--- src/rtl/pio_strobe_pkg.sv ---
`timescale 1ns/1ps
package pio_strobe_pkg;
  localparam int unsigned DATA_W = 8;
  localparam int unsigned NIB_W  = DATA_W / 2;
  localparam int unsigned CNT_W  = NIB_W + 1;

  typedef enum logic [1:0] {PH_IDLE, PH_SETUP, PH_ACT, PH_REC} phase_e;

  typedef struct packed {
    logic [CNT_W-1:0] setup_n;
    logic [CNT_W-1:0] act_n;
    logic [CNT_W-1:0] rec_n;
  } xfer_cnt_t;
endpackage

--- src/rtl/pio_timing_regs.sv ---
`timescale 1ns/1ps
module pio_timing_regs
  import pio_strobe_pkg::*;
#(
  parameter int unsigned NUM_SLOTS = 3,
  localparam int unsigned ADDR_W = $clog2(NUM_SLOTS) + 1,
  localparam int unsigned SLOT_AW = ADDR_W - 1
) (
  input  logic                              clk_i,
  input  logic                              rst_ni,
  input  logic                              we_i,
  input  logic [ADDR_W-1:0]                 waddr_i,
  input  logic [DATA_W-1:0]                 wdata_i,
  input  logic [ADDR_W-1:0]                 raddr_i,
  output logic [DATA_W-1:0]                 rdata_o,
  output logic [NUM_SLOTS-1:0][DATA_W-1:0]  setup_q_o,
  output logic [NUM_SLOTS-1:0][DATA_W-1:0]  timing_q_o
);

  // addr[0] picks timing vs setup, upper bits pick the slot
  always_ff @(posedge clk_i or negedge rst_ni) begin
    if (!rst_ni) begin
      setup_q_o  <= '0;
      timing_q_o <= '0;
    end else if (we_i) begin
      for (int s = 0; s < int'(NUM_SLOTS); s++) begin
        if (waddr_i[ADDR_W-1:1] == SLOT_AW'(s)) begin
          if (waddr_i[0]) timing_q_o[s] <= wdata_i;
          else            setup_q_o[s]  <= wdata_i;
        end
      end
    end
  end

  always_comb begin
    rdata_o = '0;
    for (int s = 0; s < int'(NUM_SLOTS); s++) begin
      if (raddr_i[ADDR_W-1:1] == SLOT_AW'(s))
        rdata_o = raddr_i[0] ? timing_q_o[s] : setup_q_o[s];
    end
  end

endmodule

--- src/rtl/pio_timing_decode.sv ---
`timescale 1ns/1ps
module pio_timing_decode
  import pio_strobe_pkg::*;
#(
  parameter int unsigned NUM_SLOTS   = 3,
  parameter int unsigned PRIV_DRIVES = 2,
  parameter int unsigned DRV_W       = 2
) (
  input  logic [NUM_SLOTS-1:0][DATA_W-1:0] setup_q_i,
  input  logic [NUM_SLOTS-1:0][DATA_W-1:0] timing_q_i,
  input  logic [DRV_W-1:0]                 drive_i,
  input  logic [1:0]                       rev_i,
  output xfer_cnt_t                        cnt_o
);

  localparam logic [CNT_W-1:0] ZERO_MEANS = CNT_W'(1 << NIB_W);

  int               sel;
  logic [DATA_W-1:0] su_reg;
  logic [DATA_W-1:0] tm_reg;
  logic [1:0]        su_code;
  logic [NIB_W-1:0]  a_raw;
  logic [NIB_W-1:0]  r_raw;
  logic [CNT_W-1:0]  act_n;
  logic [CNT_W-1:0]  rec_n;

  // drives above the private range fold onto the shared slot
  always_comb begin
    sel = (int'(drive_i) < int'(PRIV_DRIVES)) ? int'(drive_i) : int'(PRIV_DRIVES);
    su_reg = '0;
    tm_reg = '0;
    for (int s = 0; s < int'(NUM_SLOTS); s++) begin
      if (s == sel) begin
        su_reg = setup_q_i[s];
        tm_reg = timing_q_i[s];
      end
    end
  end

  always_comb begin
    su_code = su_reg[DATA_W-1 -: 2];
    a_raw   = tm_reg[DATA_W-1 -: NIB_W];
    r_raw   = tm_reg[NIB_W-1:0];

    unique case (su_code)
      2'b00:   cnt_o.setup_n = CNT_W'(4);
      2'b10:   cnt_o.setup_n = CNT_W'(3);
      2'b01:   cnt_o.setup_n = CNT_W'(2);
      default: cnt_o.setup_n = CNT_W'(5);
    endcase

    if (a_raw == '0)              act_n = ZERO_MEANS;
    else if (a_raw == NIB_W'(1))  act_n = CNT_W'(2);
    else                          act_n = CNT_W'(a_raw);

    if (r_raw == '0) rec_n = ZERO_MEANS;
    else             rec_n = CNT_W'(r_raw);
    if (r_raw == NIB_W'(1) && act_n > CNT_W'(3)) rec_n = CNT_W'(2);
    if (rev_i > 2'd1) rec_n = rec_n + CNT_W'(1);

    cnt_o.act_n = act_n;
    cnt_o.rec_n = rec_n;
  end

endmodule

--- src/rtl/pio_phase_seq.sv ---
`timescale 1ns/1ps
module pio_phase_seq
  import pio_strobe_pkg::*;
(
  input  logic      clk_i,
  input  logic      rst_ni,
  input  logic      start_i,
  input  xfer_cnt_t cnt_i,
  output logic      addr_valid_o,
  output logic      strobe_o,
  output logic      busy_o,
  output logic      done_o
);

  phase_e           phase_q;
  logic [CNT_W-1:0] cnt_q;
  logic [CNT_W-1:0] act_q;
  logic [CNT_W-1:0] rec_q;
  logic             last_clk;

  assign last_clk = (cnt_q == CNT_W'(1));

  always_ff @(posedge clk_i or negedge rst_ni) begin
    if (!rst_ni) begin
      phase_q <= PH_IDLE;
      cnt_q   <= '0;
      act_q   <= '0;
      rec_q   <= '0;
    end else begin
      unique case (phase_q)
        PH_IDLE: if (start_i) begin
          phase_q <= PH_SETUP;
          cnt_q   <= cnt_i.setup_n;
          act_q   <= cnt_i.act_n;
          rec_q   <= cnt_i.rec_n;
        end
        PH_SETUP: if (last_clk) begin
          phase_q <= PH_ACT;
          cnt_q   <= act_q;
        end else cnt_q <= cnt_q - CNT_W'(1);
        PH_ACT: if (last_clk) begin
          phase_q <= PH_REC;
          cnt_q   <= rec_q;
        end else cnt_q <= cnt_q - CNT_W'(1);
        PH_REC: if (last_clk) begin
          phase_q <= PH_IDLE;
          cnt_q   <= '0;
        end else cnt_q <= cnt_q - CNT_W'(1);
        default: phase_q <= PH_IDLE;
      endcase
    end
  end

  assign addr_valid_o = (phase_q == PH_SETUP) || (phase_q == PH_ACT);
  assign strobe_o     = (phase_q == PH_ACT);
  assign busy_o       = (phase_q != PH_IDLE);
  assign done_o       = (phase_q == PH_REC) && last_clk;

endmodule

--- src/rtl/pio_strobe_gen.sv ---
`timescale 1ns/1ps
module pio_strobe_gen
  import pio_strobe_pkg::*;
#(
  parameter int unsigned NUM_DRIVES  = 4,
  parameter int unsigned PRIV_DRIVES = 2,
  localparam int unsigned NUM_SLOTS = PRIV_DRIVES + 1,
  localparam int unsigned ADDR_W    = $clog2(NUM_SLOTS) + 1,
  localparam int unsigned DRV_W     = $clog2(NUM_DRIVES)
) (
  input  logic              clk_i,
  input  logic              rst_ni,
  input  logic [1:0]        rev_i,
  input  logic              wr_en_i,
  input  logic [ADDR_W-1:0] wr_addr_i,
  input  logic [DATA_W-1:0] wr_data_i,
  input  logic [ADDR_W-1:0] rd_addr_i,
  output logic [DATA_W-1:0] rd_data_o,
  input  logic              start_i,
  input  logic [DRV_W-1:0]  drive_i,
  output logic              addr_valid_o,
  output logic              strobe_o,
  output logic              busy_o,
  output logic              done_o
);

  logic [NUM_SLOTS-1:0][DATA_W-1:0] setup_q;
  logic [NUM_SLOTS-1:0][DATA_W-1:0] timing_q;
  xfer_cnt_t                        cnt;

  pio_timing_regs #(.NUM_SLOTS(NUM_SLOTS)) u_regs (
    .clk_i      (clk_i),
    .rst_ni     (rst_ni),
    .we_i       (wr_en_i),
    .waddr_i    (wr_addr_i),
    .wdata_i    (wr_data_i),
    .raddr_i    (rd_addr_i),
    .rdata_o    (rd_data_o),
    .setup_q_o  (setup_q),
    .timing_q_o (timing_q)
  );

  pio_timing_decode #(
    .NUM_SLOTS   (NUM_SLOTS),
    .PRIV_DRIVES (PRIV_DRIVES),
    .DRV_W       (DRV_W)
  ) u_decode (
    .setup_q_i  (setup_q),
    .timing_q_i (timing_q),
    .drive_i    (drive_i),
    .rev_i      (rev_i),
    .cnt_o      (cnt)
  );

  pio_phase_seq u_seq (
    .clk_i        (clk_i),
    .rst_ni       (rst_ni),
    .start_i      (start_i),
    .cnt_i        (cnt),
    .addr_valid_o (addr_valid_o),
    .strobe_o     (strobe_o),
    .busy_o       (busy_o),
    .done_o       (done_o)
  );

endmodule

--- config.mk ---
export PLATFORM = sky130hd
export DESIGN_NAME = pio_strobe_gen
export DESIGN_NICKNAME = d
export VERILOG_FILES = /design/src/rtl/pio_strobe_pkg.sv /design/src/rtl/pio_timing_regs.sv /design/src/rtl/pio_timing_decode.sv /design/src/rtl/pio_phase_seq.sv /design/src/rtl/pio_strobe_gen.sv
export SDC_FILE = /design/constraint.sdc
export NUM_CORES = 1
export LEC_CHECK = 0
export CAP_MARGIN = 20
export CORE_MARGIN = 2
export CORE_UTILIZATION = 40
export DETAILED_ROUTE_END_ITERATION = 12
export SETUP_SLACK_MARGIN = 0.5
export SLEW_MARGIN = 20
export SYNTH_ARGS = -nofsm -noshare
export SYNTH_HDL_FRONTEND = slang
export SYNTH_HIERARCHICAL = 1
export SYNTH_SLANG_ARGS = --single-unit
export TNS_END_PERCENT = 100
--- constraint.sdc ---
create_clock -name clk_i -period 2.65 [get_ports clk_i]
set_clock_uncertainty 0.1 [all_clocks]
set_input_delay 0.265 -clock clk_i [delete_from_list [all_inputs] [get_ports clk_i]]
set_output_delay 0.265 -clock clk_i [all_outputs]
set_load 0.03 [all_outputs]
[Word level (Yosys, flattened, before mapping)]
Cells that the tools add are included.
Storage, ports and cells
  latch bits: 0
  memories: 0
  ROM bits: 0
  RAM bits: 0
  bits in registers: 65
Cells by class
  $mul: 0
  muxes and demuxes: 29
  equal/unequal tests: 18
  reduce and logical (&&, ||, !) cells: 19
  bitwise gates (word level): 1
  order comparisons: 3
  shift-type cells: 0
  divide/modulo/power cells: 0
  $add $sub $neg: 2
Operator list (number)
  $mux 8: 12
  $mux 5: 8
  $eq 2x32->1 const A: 1
  $eq 3x32->1 const A: 1
  $logic_not 32->1: 1
  $pmux 5 s4: 1
  $reduce_and 3->1: 6
  $eq 2x2->1 const B: 5
  $mux 2: 5
  $pmux 3 s3: 1
  $eq 2x1->1 const B: 4
  $eq 4x1->1 const B: 2
  $logic_not 2->1: 4
  $logic_not 4->1: 2
  $pmux 2 s4: 1
  $ne 2x1->1 const B: 3
  $add 5x1->5 const B: 1
  $eq 5x1->1 const B: 1
  $gt 5x2->1 const B: 1
  $sub 5x1->5 const B: 1
  $mux 4: 1
  $reduce_and 4->1: 1
  $gt 2x1->1 const B: 1
  $logic_and 1x1->1: 2
  6 further kinds: 6

[Longest topological paths before layout]
  word-level depth: 14
  depth in mapped cells: 10
  depth with buffers taken out: 8

[Cells and area by module]
Netlist, hierarchy kept.
Modules (own cells, without submodules)
  pio_timing_regs: times used 1, cells an instance 159, area each 2272.2 um^2
  pio_phase_seq: times used 1, cells an instance 89, area each 979.7 um^2
  pio_timing_decode: times used 1, cells an instance 73, area each 565.5 um^2

[Worst setup path before layout]
No wires, ideal clock.
  kind: register to register
  start: reg u_regs/timing_q_o[8] in the netlist's numbering
  end: reg u_seq.rec_q[0]
  setup slack: 0.631 ns
  period minus slack after synthesis: 2.019 ns
  buffers on the path: 0
  setup time: 0.125 ns
  cell stages (with the launch flop): 8
  arrival time: 1.795 ns
  path through: dfrtp_1 > mux2_2 > mux2i_2 > ha_1 > nor4_1 > a2111oi_1 > nand3_1 > mux2_2
RTL lines
  from (decl): line pio_timing_regs.sv:17  | output logic [NUM_SLOTS-1:0][DATA_W-1:0] timing_q_o
  from (signal, indexed assignment): line pio_timing_regs.sv:28  | if (waddr_i[0]) timing_q_o[s] <= wdata_i;
  to (signal assigned): line pio_phase_seq.sv:35  | rec_q <= cnt_i.rec_n;
  to (decl): line pio_phase_seq.sv:18  | logic [CNT_W-1:0] rec_q;

==> flow_summary.ini <==
[status]
outcome = completed

[finish]
diodes = 0
fin_util = 0.5068
drive_above_1_share = 0.3704
syn_to_final_growth_pct = 22.68
fin_cells = 507
postLayoutCellArea_mm2 = 0.004683
fin_nets = 408

[yosys]
syn_area_mm2 = 0.003817
async_flop_share = 1.000
avgSynthCellArea_um2 = 11.89
yosys_register_bits = 65
synthAdderAreaFrac = 0.03933
synth_area_leaders = dfrtp_1 43%, mux2_2 20%, mux2i_1 5.8%
yosysWarnings = 6
yosys.area.top_type = dfrtp_1
synth_mux_area_frac = 0.2756
synthDistinctLibCells = 59
synth_top_area_share = 0.4261
synth-compound-area-share = 0.09505
synth_edf_count = 0
synth_top_family_by_area = multiplexers
synth_cells = 321
yosysSeqAreaShare = 0.4261
synth_ff_type = dfrtp_1
yosys.area_share.simple = 0.1236
synthXorXnorAreaFrac = 0.006883

[floorplan]
start_util = 0.4131
core_area_mm2 = 0.009240
rows = 35
dieArea_mm2 = 0.01034
die_y_um = 101.7
die_w_um = 101.7
pin_count = 34

[route]
ant_nets = 0
drcViolationCount = 0
wl_met1_um = 4036
vias = 2699
drt_pre_antenna_iters = 4
dr.first_iter.drc_count = 152
via_per_inst = 5.323
met3WireLength_um = 243
topRoutingLayerUsed = met4
wl_met2_um = 4280
wirelength_um = 8640
wl_per_cell_um = 17.04

[power_and_ir_drop]
p_sw_frac = 0.2944
power_frac_comb = 0.258
p_switching_w = 0.0008820
seq_power_share = 0.428
power.density_mw_per_mm2 = 639.7
irDropWorstVdd_mv = 0.3762
p_leak_nw = 2.083
pwr-share-clk = 0.314
internal-power_w = 0.002114

[global_routing]
grt_pass1_vias = 2764
grt_pass1_wl_um = 14300
antenna_found_initial = 0
grt_overflow_total = 0
grt_usage = 0.1801
grt_max_degree = 66

[timing]
min_period_ps = 2083
clock.fmax_ghz = 0.4801
rsz0062_at_grt = true
period_share = 0.7860
worst-slew-pin-transition_ps = 588.8
report.final.setup_viol = 0
final-hold-violation-count = 0
slew_headroom = 0.6067
final.setup.tns_ps = 0
slew_violations = 0

[clock_network]
root_buffer = clkbuf_8
cts_buffer_depth = 2
cts.sinks = 65
clk_pin_slew_ps = 70
htree_levels = 3
cts_made_buffers = 9
clk_latency_ps = 340
cts_tree = built

[setup_path]
crit_chain = mux2_4, mux2i_4, ha_2, buf_4, nand2_1, a32oi_1, mux2i_1, mux2_2
slowest_stage = dfrtp_1
crit_path_max_incr_delay_ps = 410
critPathKind = reg -> reg
crit_required_ps = 2770
arrival_ps = 2210
worstSetupStartpointType = register
worstPathMaxFanout = 4
cp_num_buf_inv = 1
crit_path_end_kind = register
critPathTopFamily = multiplexers

[job]
drv_cap = 0

[placed_design]
dp_cells = 481
dpl_cell_area_mm2 = 0.004314
gp_congestion = 0.7421
hpwl_um = 6050
port_buffers = 32

[min_path]
hold_path.class = in -> async
## kinds of logic after synthesis
logic type	after synthesis
muxes	94
and+or+nand+nor	72
DFF	65
AOI/OAI and AO/OA	48
buffers and inverters	26
adders and majority gates	12
xor gates and xnor gates	3
other	1
## worst reg2reg max path, cell delays in order (launching register included)
cell and delay [ps]:
dfrtp_1 410, mux2_4 280, mux2i_4 220, ha_2 260
buf_4 120, nand2_1 70, a32oi_1 150, mux2i_1 90
mux2_2 270
## area by class of cell
class                           instances  area (µm²)
Tap cell                              129       161.4
Timing Repair Buffer                   55       510.5
Multi-Input combinational cell        231        2121
Clock buffer                           10       137.6
Clock inverter                          5       80.08
Inverter                               12       46.29
Fill cell                             854        4557
Sequential cell                        65        1627
## what timing repair did
item	in CTS	in global routing
setup buffers	7	2
hold buffers	1	0
gates cloned	1	0
pin swaps	3	3
endpoints found under the hold margin	65	0
endpoints found under the setup margin	15	3
gates resized for setup	14	8
## Yosys cell counts, drive strengths merged, types with 5 or more instances
cell / instances
nand3: 6
inv: 11
nor2: 8
mux2: 70
nand2: 24
a21oi: 8
o21a: 5
mux2i: 24
o21ai: 5
nor3: 7
dfrtp: 65
ha: 12
a221oi: 6
buf: 12
## routing by layer
metal,global-route usage,vias up
met1,0.2362,1356
met5,0,-
met2,0.3087,44
met3,0.03037,5
met4,0.04678,0
li1,-,1294
## registers in the layout, indices dropped and copies added (netlist names)
signal / count
u_seq/act_q: 5
u_seq/cnt_q: 5
u_seq/rec_q: 5
u_regs/timing_q_o: 24
u_regs/setup_q_o: 24
u_seq/phase_q: 2
## layout by cell type, fill, tap and decap left out, types with 3 or more instances in the layout
cell type         n
mux2_2           67
a22oi_1           3
a31oi_1           4
clkdlybuf4s50_1  14
clkbuf_8         10
ha_1             10
mux2_4            3
nor2_1            8
a21oi_1           8
o21a_1            5
nand3_1           6
or3_1             4
inv_1            11
dfrtp_1          65
dlygate4sd2_1     7
a221oi_1          5
nand2_1          24
buf_4            26
mux2i_1          22
nor3_1            5
o21ai_1           3
o221ai_1          4
## through the flow
step | power [W] | setup WS, ps | hold WS, ps
4_1_cts | 0.002977 | 444.4 | 397.8
6_report | 0.002996 | 567.0 | 382.2
3_5_place_dp | 0.002002 | -3.793 | 212.2
2_1_floorplan | 0.001761 | 630.5 | -130.6
3_3_place_gp | 0.001980 | 25.63 | 217.4
5_1_grt | 0.003153 | 484.3 | 411.0
## worst paths after layout
kind	start	slack, ps	to	depth (start not counted)
worst max-delay path	u_regs/timing_q_o[8]	570	u_seq/rec_q[1]	8
worst min-delay path	rst_ni	380	u_seq/rec_q[1]	3
worst max register to register	u_regs/timing_q_o[8]	570	u_seq/rec_q[1]	8
worst min register to register	u_regs/setup_q_o[18]	410	u_regs/setup_q_o[18]	1
max in group asynchronous	rst_ni	1780	u_regs/setup_q_o[19]	3
min in group clk_i	u_regs/setup_q_o[18]	410	u_regs/setup_q_o[18]	1
## power by group through the flow
stage | clock (W) | combinational (W) | sequential [W]
6_report | 0.000940 | 0.000772 | 0.00128
5_1_grt | 0.00100 | 0.000846 | 0.00130
4_1_cts | 0.000957 | 0.000740 | 0.00128
3_5_place_dp | 0 | 0.000702 | 0.00130
3_3_place_gp | 0 | 0.000685 | 0.00130
2_1_floorplan | 0 | 0.000508 | 0.00125
Note: power is estimated with default switching activity, not from simulation.
